==> src/rtl/nco_pkg.sv <==
package nco_pkg;

    // Control-word load sequencer states
    typedef enum logic {
        LD_EMPTY   = 1'b0,
        LD_HI_HELD = 1'b1
    } ld_state_e;

endpackage

==> src/rtl/nco_word_loader.sv <==
module nco_word_loader
    import nco_pkg::*;
#(
    parameter int HALF_W = 8,
    localparam int WORD_W = 2 * HALF_W
) (
    input  logic              clk,
    input  logic              rst,
    input  logic              hi_we,
    input  logic [HALF_W-1:0] hi_d,
    input  logic              lo_we,
    input  logic [HALF_W-1:0] lo_d,
    output logic [WORD_W-1:0] word_o
);

    ld_state_e         state_q, state_d;
    logic [HALF_W-1:0] stage_q;
    logic [WORD_W-1:0] word_q;
    logic              commit;
    logic [HALF_W-1:0] commit_hi;

    // State register
    always_ff @(posedge clk) begin
        if (rst) begin
            state_q <= LD_EMPTY;
        end else begin
            state_q <= state_d;
        end
    end

    // Next state: stage, restage, commit, direct commit
    always_comb begin
        state_d = state_q;
        unique case (state_q)
            LD_EMPTY: begin
                if (hi_we && !lo_we) begin
                    state_d = LD_HI_HELD;      // stage
                end
            end
            LD_HI_HELD: begin
                if (lo_we) begin
                    state_d = LD_EMPTY;        // commit
                end
            end
            default: state_d = LD_EMPTY;
        endcase
    end

    // Output decisions
    always_comb begin
        commit    = 1'b0;
        commit_hi = stage_q;
        unique case (state_q)
            LD_EMPTY: begin
                commit    = lo_we && hi_we;    // direct commit only
                commit_hi = hi_d;
            end
            LD_HI_HELD: begin
                commit    = lo_we;
                commit_hi = hi_we ? hi_d : stage_q;
            end
            default: begin
                commit    = 1'b0;
                commit_hi = stage_q;
            end
        endcase
    end

    always_ff @(posedge clk) begin
        if (rst) begin
            stage_q <= '0;
            word_q  <= '0;
        end else begin
            if (hi_we) begin
                stage_q <= hi_d;
            end
            if (commit) begin
                word_q <= {commit_hi, lo_d};
            end
        end
    end

    assign word_o = word_q;

    // word changes only on a lower-byte write
    p_hold_r4: assert property (@(posedge clk) disable iff (rst)
        !lo_we |=> $stable(word_o));

    // a lower-only write with nothing staged is ignored
    p_lo_alone_ignored_r5: assert property (@(posedge clk) disable iff (rst)
        (state_q == LD_EMPTY && lo_we && !hi_we) |=> $stable(word_o));

    // simultaneous write installs both bytes
    p_direct_commit_r6: assert property (@(posedge clk) disable iff (rst)
        (hi_we && lo_we) |=> word_o == {$past(hi_d), $past(lo_d)});

endmodule

==> src/rtl/nco_increment.sv <==
module nco_increment #(
    parameter int WORD_W = 16
) (
    input  logic [WORD_W-1:0] word_i,
    output logic [WORD_W-1:0] inc_o
);

    localparam int MSB = WORD_W - 1;

    always_comb begin
        if (word_i[MSB]) begin
            inc_o = (~word_i) + {{(WORD_W-1){1'b0}}, 1'b1};
        end else begin
            inc_o = word_i;
        end
    end

endmodule

==> src/rtl/nco_phase_acc.sv <==
module nco_phase_acc #(
    parameter int WORD_W = 16
) (
    input  logic              clk,
    input  logic              rst,
    input  logic              start_i,
    input  logic [WORD_W-1:0] inc_i,
    output logic              wave_o,
    output logic              tick_o
);

    localparam int MSB = WORD_W - 1;

    logic [WORD_W-1:0] acc_q, acc_d;
    logic              tick_q;

    always_comb begin
        if (start_i) begin
            acc_d = '0;
        end else begin
            acc_d = acc_q + inc_i;
        end
    end

    always_ff @(posedge clk) begin
        if (rst) begin
            acc_q  <= '0;
            tick_q <= 1'b0;
        end else begin
            acc_q  <= acc_d;
            tick_q <= acc_d[MSB] & ~acc_q[MSB];
        end
    end

    assign wave_o = acc_q[MSB];
    assign tick_o = tick_q;

    // increment never exceeds half the phase range
    p_inc_range_r2: assert property (@(posedge clk) disable iff (rst)
        inc_i[MSB] |-> (inc_i[MSB-1:0] == '0));

    // phase advances by the increment each cycle
    p_advance_r3: assert property (@(posedge clk) disable iff (rst)
        !start_i |=> acc_q == $past(acc_q) + $past(inc_i));

    // start clears phase and outputs
    p_start_clears_r8: assert property (@(posedge clk) disable iff (rst)
        start_i |=> (acc_q == '0 && !wave_o && !tick_o));

    // tick only on a rising wave
    p_tick_edge_r9: assert property (@(posedge clk) disable iff (rst)
        tick_o |-> (wave_o && !$past(wave_o)));

    p_rise_ticks_r9: assert property (@(posedge clk) disable iff (rst)
        (wave_o && !$past(wave_o)) |-> tick_o);

endmodule

==> src/rtl/nco_gen.sv <==
module nco_gen #(
    parameter int WORD_W = 16,
    localparam int HALF_W = WORD_W / 2
) (
    input  logic              clk,
    input  logic              rst,
    input  logic              start_i,
    input  logic              cw_hi_we_i,
    input  logic [HALF_W-1:0] cw_hi_i,
    input  logic              cw_lo_we_i,
    input  logic [HALF_W-1:0] cw_lo_i,
    output logic              wave_o,
    output logic              tick_o
);

    logic [WORD_W-1:0] word;
    logic [WORD_W-1:0] inc;

    nco_word_loader #(.HALF_W(HALF_W)) u_loader (
        .clk    (clk),
        .rst    (rst),
        .hi_we  (cw_hi_we_i),
        .hi_d   (cw_hi_i),
        .lo_we  (cw_lo_we_i),
        .lo_d   (cw_lo_i),
        .word_o (word)
    );

    nco_increment #(.WORD_W(WORD_W)) u_inc (
        .word_i (word),
        .inc_o  (inc)
    );

    nco_phase_acc #(.WORD_W(WORD_W)) u_acc (
        .clk     (clk),
        .rst     (rst),
        .start_i (start_i),
        .inc_i   (inc),
        .wave_o  (wave_o),
        .tick_o  (tick_o)
    );

    // outputs quiet right after reset
    p_reset_quiet_r1: assert property (@(posedge clk)
        $past(rst) |-> (!wave_o && !tick_o));

endmodule

==> config.mk <==
export PLATFORM = sky130hd
export DESIGN_NAME = nco_gen
export DESIGN_NICKNAME = d
export VERILOG_FILES = /design/src/rtl/nco_pkg.sv /design/src/rtl/nco_word_loader.sv /design/src/rtl/nco_increment.sv /design/src/rtl/nco_phase_acc.sv /design/src/rtl/nco_gen.sv
export SDC_FILE = /design/constraint.sdc
export NUM_CORES = 1
export LEC_CHECK = 0
export BUFFER_PORTS_ARGS = -buffer_cell sky130_fd_sc_hd__buf_2
export CAP_MARGIN = 40
export CORE_MARGIN = 2
export CORE_UTILIZATION = 55
export CTS_BUF_LIST = sky130_fd_sc_hd__clkbuf_4
export DETAILED_ROUTE_END_ITERATION = 8
export GPL_TIMING_DRIVEN = 0
export HOLD_SLACK_MARGIN = 0.05
export PLACE_DENSITY = 0.8
export SYNTH_ARGS = -nofsm -noshare
export SYNTH_HDL_FRONTEND = slang
export SYNTH_HIERARCHICAL = 1
export SYNTH_SLANG_ARGS = --single-unit
==> constraint.sdc <==
create_clock -name clk -period 7.7 [get_ports clk]
set_input_delay 1.54 -clock clk [delete_from_list [all_inputs] [get_ports clk]]
set_output_delay 1.54 -clock clk [all_outputs]
set_load 0.01 [all_outputs]
# After elaboration in Yosys (flattened, before gate mapping)
# Index checks and enable logic that the tools add are counted.
# word_totals
reg_bits	42
inputBits	21
# classes
n_addsub	2
mux	8
bitwise_logic	4
n_reduce_logical	4
# ops
operator	n
16-bit two-way mux	2
16-bit by 1-bit adder with 16-bit output (second input constant)	1
16-bit adder	1
16-bit NOT	1
8-bit one-hot mux with 2 select lines	1
8-bit two-way mux	1
1-bit one-hot mux with 2 select lines	2
1-bit logical AND	2
1-bit two-way mux	2
1-bit NOT	2
2-bit OR reduction	1
1-bit bitwise AND	1
1-bit zero test	1

# Logic depth before layout (Yosys ltp)
# depth
ltp_word	6
mapped_depth	13

# Hierarchy
# Netlist, hierarchy kept.
# by_module_without_submodules
mod	instances	cells_each	area_per_inst_um2	seq_area_each_um2
nco_phase_acc	1	130	1138.6	340.3
nco_word_loader	1	91	923.4	500.5
nco_increment	1	48	365.4	0.0

# Worst setup path after synthesis
# Ideal clock, no wire load.
# synth_timing
path_kind	register to register
start	reg u_loader.word_q[0] (netlist: u_loader/word_o[0])
end	reg u_acc.acc_q[15]
setup_ns	0.115
arrival_time_ns	2.700
slack_ns	4.886
path_stages_with_launch	14
synth_period_minus_slack_ns	2.814
cell_sequence	dfxtp_1 -> inv_1 -> ha_1 -> or3b_1 -> clkbuf_1 -> o41ai_1 -> xnor2_1 -> ha_1 -> and2_1 -> nand3_1 -> a211oi_2 -> o21ai_1 -> xnor2_1 -> and2_1
# synth_between
elab_chain_len	5
# synth_rtl
item	line_no	source
start, declared	nco_word_loader.sv:18	logic [WORD_W-1:0] word_q;
start signal, assigned	nco_word_loader.sv:78	word_q <= {commit_hi, lo_d};
16-bit NOT	nco_increment.sv:12	inc_o = (~word_i) + {{(WORD_W-1){1'b0}}, 1'b1};
16-bit by 1-bit adder with 16-bit output	nco_increment.sv:12	
16-bit two-way mux	nco_increment.sv:11	if (word_i[MSB]) begin
via inc[8]	nco_gen.sv:17	logic [WORD_W-1:0] inc;
16-bit adder	nco_phase_acc.sv:21	acc_d = acc_q + inc_i;
16-bit two-way mux	nco_phase_acc.sv:18	if (start_i) begin
end signal, assigned	nco_phase_acc.sv:27	acc_q <= '0;
end signal, assigned	nco_phase_acc.sv:30	acc_q <= acc_d;
end, declared	nco_phase_acc.sv:14	logic [WORD_W-1:0] acc_q, acc_d;
# The timed path passes the listed nets, and every way through them passes these cells.
# A chain may end at the register's enable or synchronous reset.

# Final worst setup path
# Same ends and word-level chain as after synthesis.

==> results.json <==
{
  "status": "finished, final reports clean",
  "async_reset_ff_share_pct": 0,
  "crit_fanout": 6,
  "drc_errors": 0,
  "timing.final.crit_period_ns": 3.237,
  "yosys.area.top_type": "dfxtp_1",
  "comb_power_share_pct": 21.2,
  "place_congestion": 0.8487,
  "seq_power_share_pct": 46.0,
  "start_kind": "register",
  "r2r_slack_ns": 4.46,
  "hpwl_mm": 3.586,
  "r2r_cells": 13,
  "clk-insertion-delay-late_ns": 0.34,
  "crit_path_cell_trace": "inv_1, ha_1, or3b_1, clkbuf_1, o41ai_1, xnor2_1, ha_1, and2_1, nand3_1, a211oi_2, o21ai_1, xnor2_1, and2_1",
  "antenna_left": 0,
  "cts_tree": "built",
  "synth_area_leaders": "dfxtp_1, ha_1, xnor2_1",
  "die_h_um": 70.43,
  "worst_hold_path_type": "reg2reg",
  "yosys_warnings": 6,
  "cts_made_buffers": 5,
  "p_leak_nw": 1.157,
  "gr-usage-all-layers_pct": 20.27,
  "synth.top_cell.area_share_pct": 34.64,
  "worst_pin_slew_ns": 0.4965,
  "r2r_end": "u_acc/acc_q[15]",
  "area_growth_pct": 11.39,
  "hold_viol": 0,
  "clkTransAtPathRegs_ns": 0.12,
  "vdd_ir_drop_max_mv": 0.1706,
  "grt_max_degree": 14,
  "crit_slowest_cell": "o41ai_1",
  "antenna_found_initial": 0,
  "synthesis.nets": 307,
  "root_buffer": "clkbuf_4",
  "fillers": 369,
  "skew_ns": 0.008155,
  "port_buffers": 22,
  "arrival_ns": 3.49,
  "start_util_pct": 56.53,
  "post_synth.cell_area_avg_um2": 9.024,
  "synth.yosys.seq_area_share_pct": 34.64,
  "drv_slew": 0,
  "rows": 24,
  "rsz0062_at_grt": "no",
  "grt_overflow": 0,
  "dr.pass1.iters": 4,
  "cts_setup_buffers": 0,
  "die_x_um": 70.43,
  "nets": 336,
  "routed-wl-met3_um": 136,
  "drive_gt1_share_pct": 18.39,
  "relSlewSlack_pct": 66.90,
  "worstPathRequired_ns": 7.95,
  "hold_start": "u_acc/acc_q[15]",
  "critPathKind": "reg2reg",
  "power_switching_w": 0.0001405,
  "antenna_cells": 0,
  "synthTopCellsByCount": "dfxtp_1, nor2_1, nand2_1, a21oi_1",
  "ios": 23,
  "maxCapViolCount": 0,
  "wl_per_cell_um": 13.41,
  "cts_sinks": 42,
  "setup_tns_ns": 0,
  "finalSetupViolations": 0,
  "power.share.clock_pct": 32.7,
  "m1WireLength_mm": 2.265,
  "grt_pass1_vias": 1868,
  "rr_startpoint": "u_loader/word_o[0]",
  "cts-hold-fix-buffers": 0,
  "dr_wl_met2_mm": 2.237,
  "top_layer_used": "met4",
  "synth.most_common_cell": "dfxtp_1",
  "synthCells": 269,
  "core_um2": 4294,
  "yosysUniqueCellTypes": 49,
  "grt_first_pass_wirelength_mm": 8.148,
  "hold_depth": 1,
  "vias": 1942,
  "min_to": "u_acc/tick_o",
  "critPathLaunch": "u_loader/word_o[0]",
  "worst_hold_slack_ns": 0.4788,
  "ctsHtreeMaxLevel": 2,
  "p_int_w": 0.0003774,
  "powerDensity_nw_per_um2": 191.5,
  "sw_frac_of_total_pct": 27.13,
  "synth-main-ff-cell": "dfxtp_1",
  "fmax_ghz": 0.3089,
  "vias_per_cell": 5.533,
  "drt-initial-drc-count": 95,
  "cts_resized": 0,
  "setup.worst_path.end_class": "register",
  "p_total_w": 0.0005179,
  "syn-cell-area_um2": 2427,
  "dieArea_um2": 4960,
  "wirelength_mm": 4.706,
  "slowest_delay_ns": 0.43,
  "min_period_over_period_pct": 42.04,
  "synth_enable_flop_cells": 0,
  "synth-seq-cells": 42,
  "postLayoutCoreUtil_pct": 62.97,
  "cts_max_path_buffers": 2
}
==> worst max-delay path by stage <==
stage | cells after the start | slack [ns] | to
finish | 13 | 4.46 | u_acc/acc_q[15]
global route | 13 | 4.31 | u_acc/acc_q[13]
CTS | 13 | 4.49 | u_acc/acc_q[15]
detailed placement | 13 | 4.52 | u_acc/acc_q[15]
global placement | 13 | 4.59 | u_acc/acc_q[15]
floorplan | 13 | 4.89 | u_acc/acc_q[15]
==> final cells by class <==
cell class / instances / area (µm²) / area share (%)
plain buffers: 13 / 77.57 / 2.869
clock buffers: 5 / 37.54 / 1.388
repair buffers: 22 / 110.1 / 4.072
inverters: 8 / 30.03 / 1.111
well taps: 52 / 65.06 / 2.406
clock inverters: 3 / 63.81 / 2.360
flip-flops and latches: 42 / 840.8 / 31.10
multi-input cells: 206 / 1479 / 54.70
==> logic make-up after synthesis <==
group	synth area share [%]
buffers and inverters	4.433
and+or+nand+nor	16.19
adders and majority gates	9.072
DFF	34.64
muxes	3.711
AOI/OAI and AO/OA	23.66
xor gates and xnor gates	8.299
==> sequential cells by signal, summed over array words and instances, names as in the netlist <==
name	cells
u_acc/acc_q	16
u_loader/state_q	1
u_loader/stage_q	8
u_loader/word_o	16
u_acc/tick_o	1
==> layer usage <==
layer  vias to the layer above  global-route usage, %
li1                       1020                      -
met4                         0                  6.838
met1                       891                  25.50
met5                         -                      0
met3                         4                  4.185
met2                        27                  34.38
==> critical path, delay by kind of cell (launching register included) <==
family / cells / cell delay (ns)
adders and majority gates: 2 / 0.50
xor gates and xnor gates: 2 / 0.29
and+or+nand+nor: 4 / 0.78
AOI/OAI and AO/OA: 3 / 0.94
DFF: 1 / 0.37
buffers and inverters: 2 / 0.26
==> per-stage QoR <==
stage                     setup WS, ns  std cells  cell area, µm²
after global routing             4.308        351            2704
after global placement           4.589        343            2603
after detailed placement         4.516        343            2603
after floorplan                  4.886        269            2427
final                            4.463        351            2704
after CTS                        4.493        351            2704
==> layout by cell type, fill, tap and decap left out, drive strengths merged <==
cell	instances
fa	1
nand2	22
nor3	5
nand3	2
clkbuf	12
o21a	6
a31o	1
and2	3
o41ai	5
a32o	2
a21o	6
nand3b	1
nand2b	1
o211ai	1
or4	2
a21oi	19
xnor2	16
o31a	2
o21ai	12
or2	3
a31oi	2
and3	1
a211oi	10
dfxtp	42
xor2	7
inv	8
buf	28
a211o	1
nor2	35
nor2b	2
ha	16
nor4	1
o31ai	5
or3b	1
or3	5
clkinv	1
mux2i	9
bufinv	2
a21boi	1
==> power groups by stage <==
stage / clock network [W] / logic, W / registers [W]
after floorplan: 0 / 0.0000859 / 0.000241
after global placement: 0 / 0.000105 / 0.000243
after detailed placement: 0 / 0.000108 / 0.000243
after CTS: 0.000173 / 0.000110 / 0.000238
after global routing: 0.000182 / 0.000123 / 0.000240
final: 0.000170 / 0.000110 / 0.000238
Note: power is estimated with default switching activity, not from simulation.
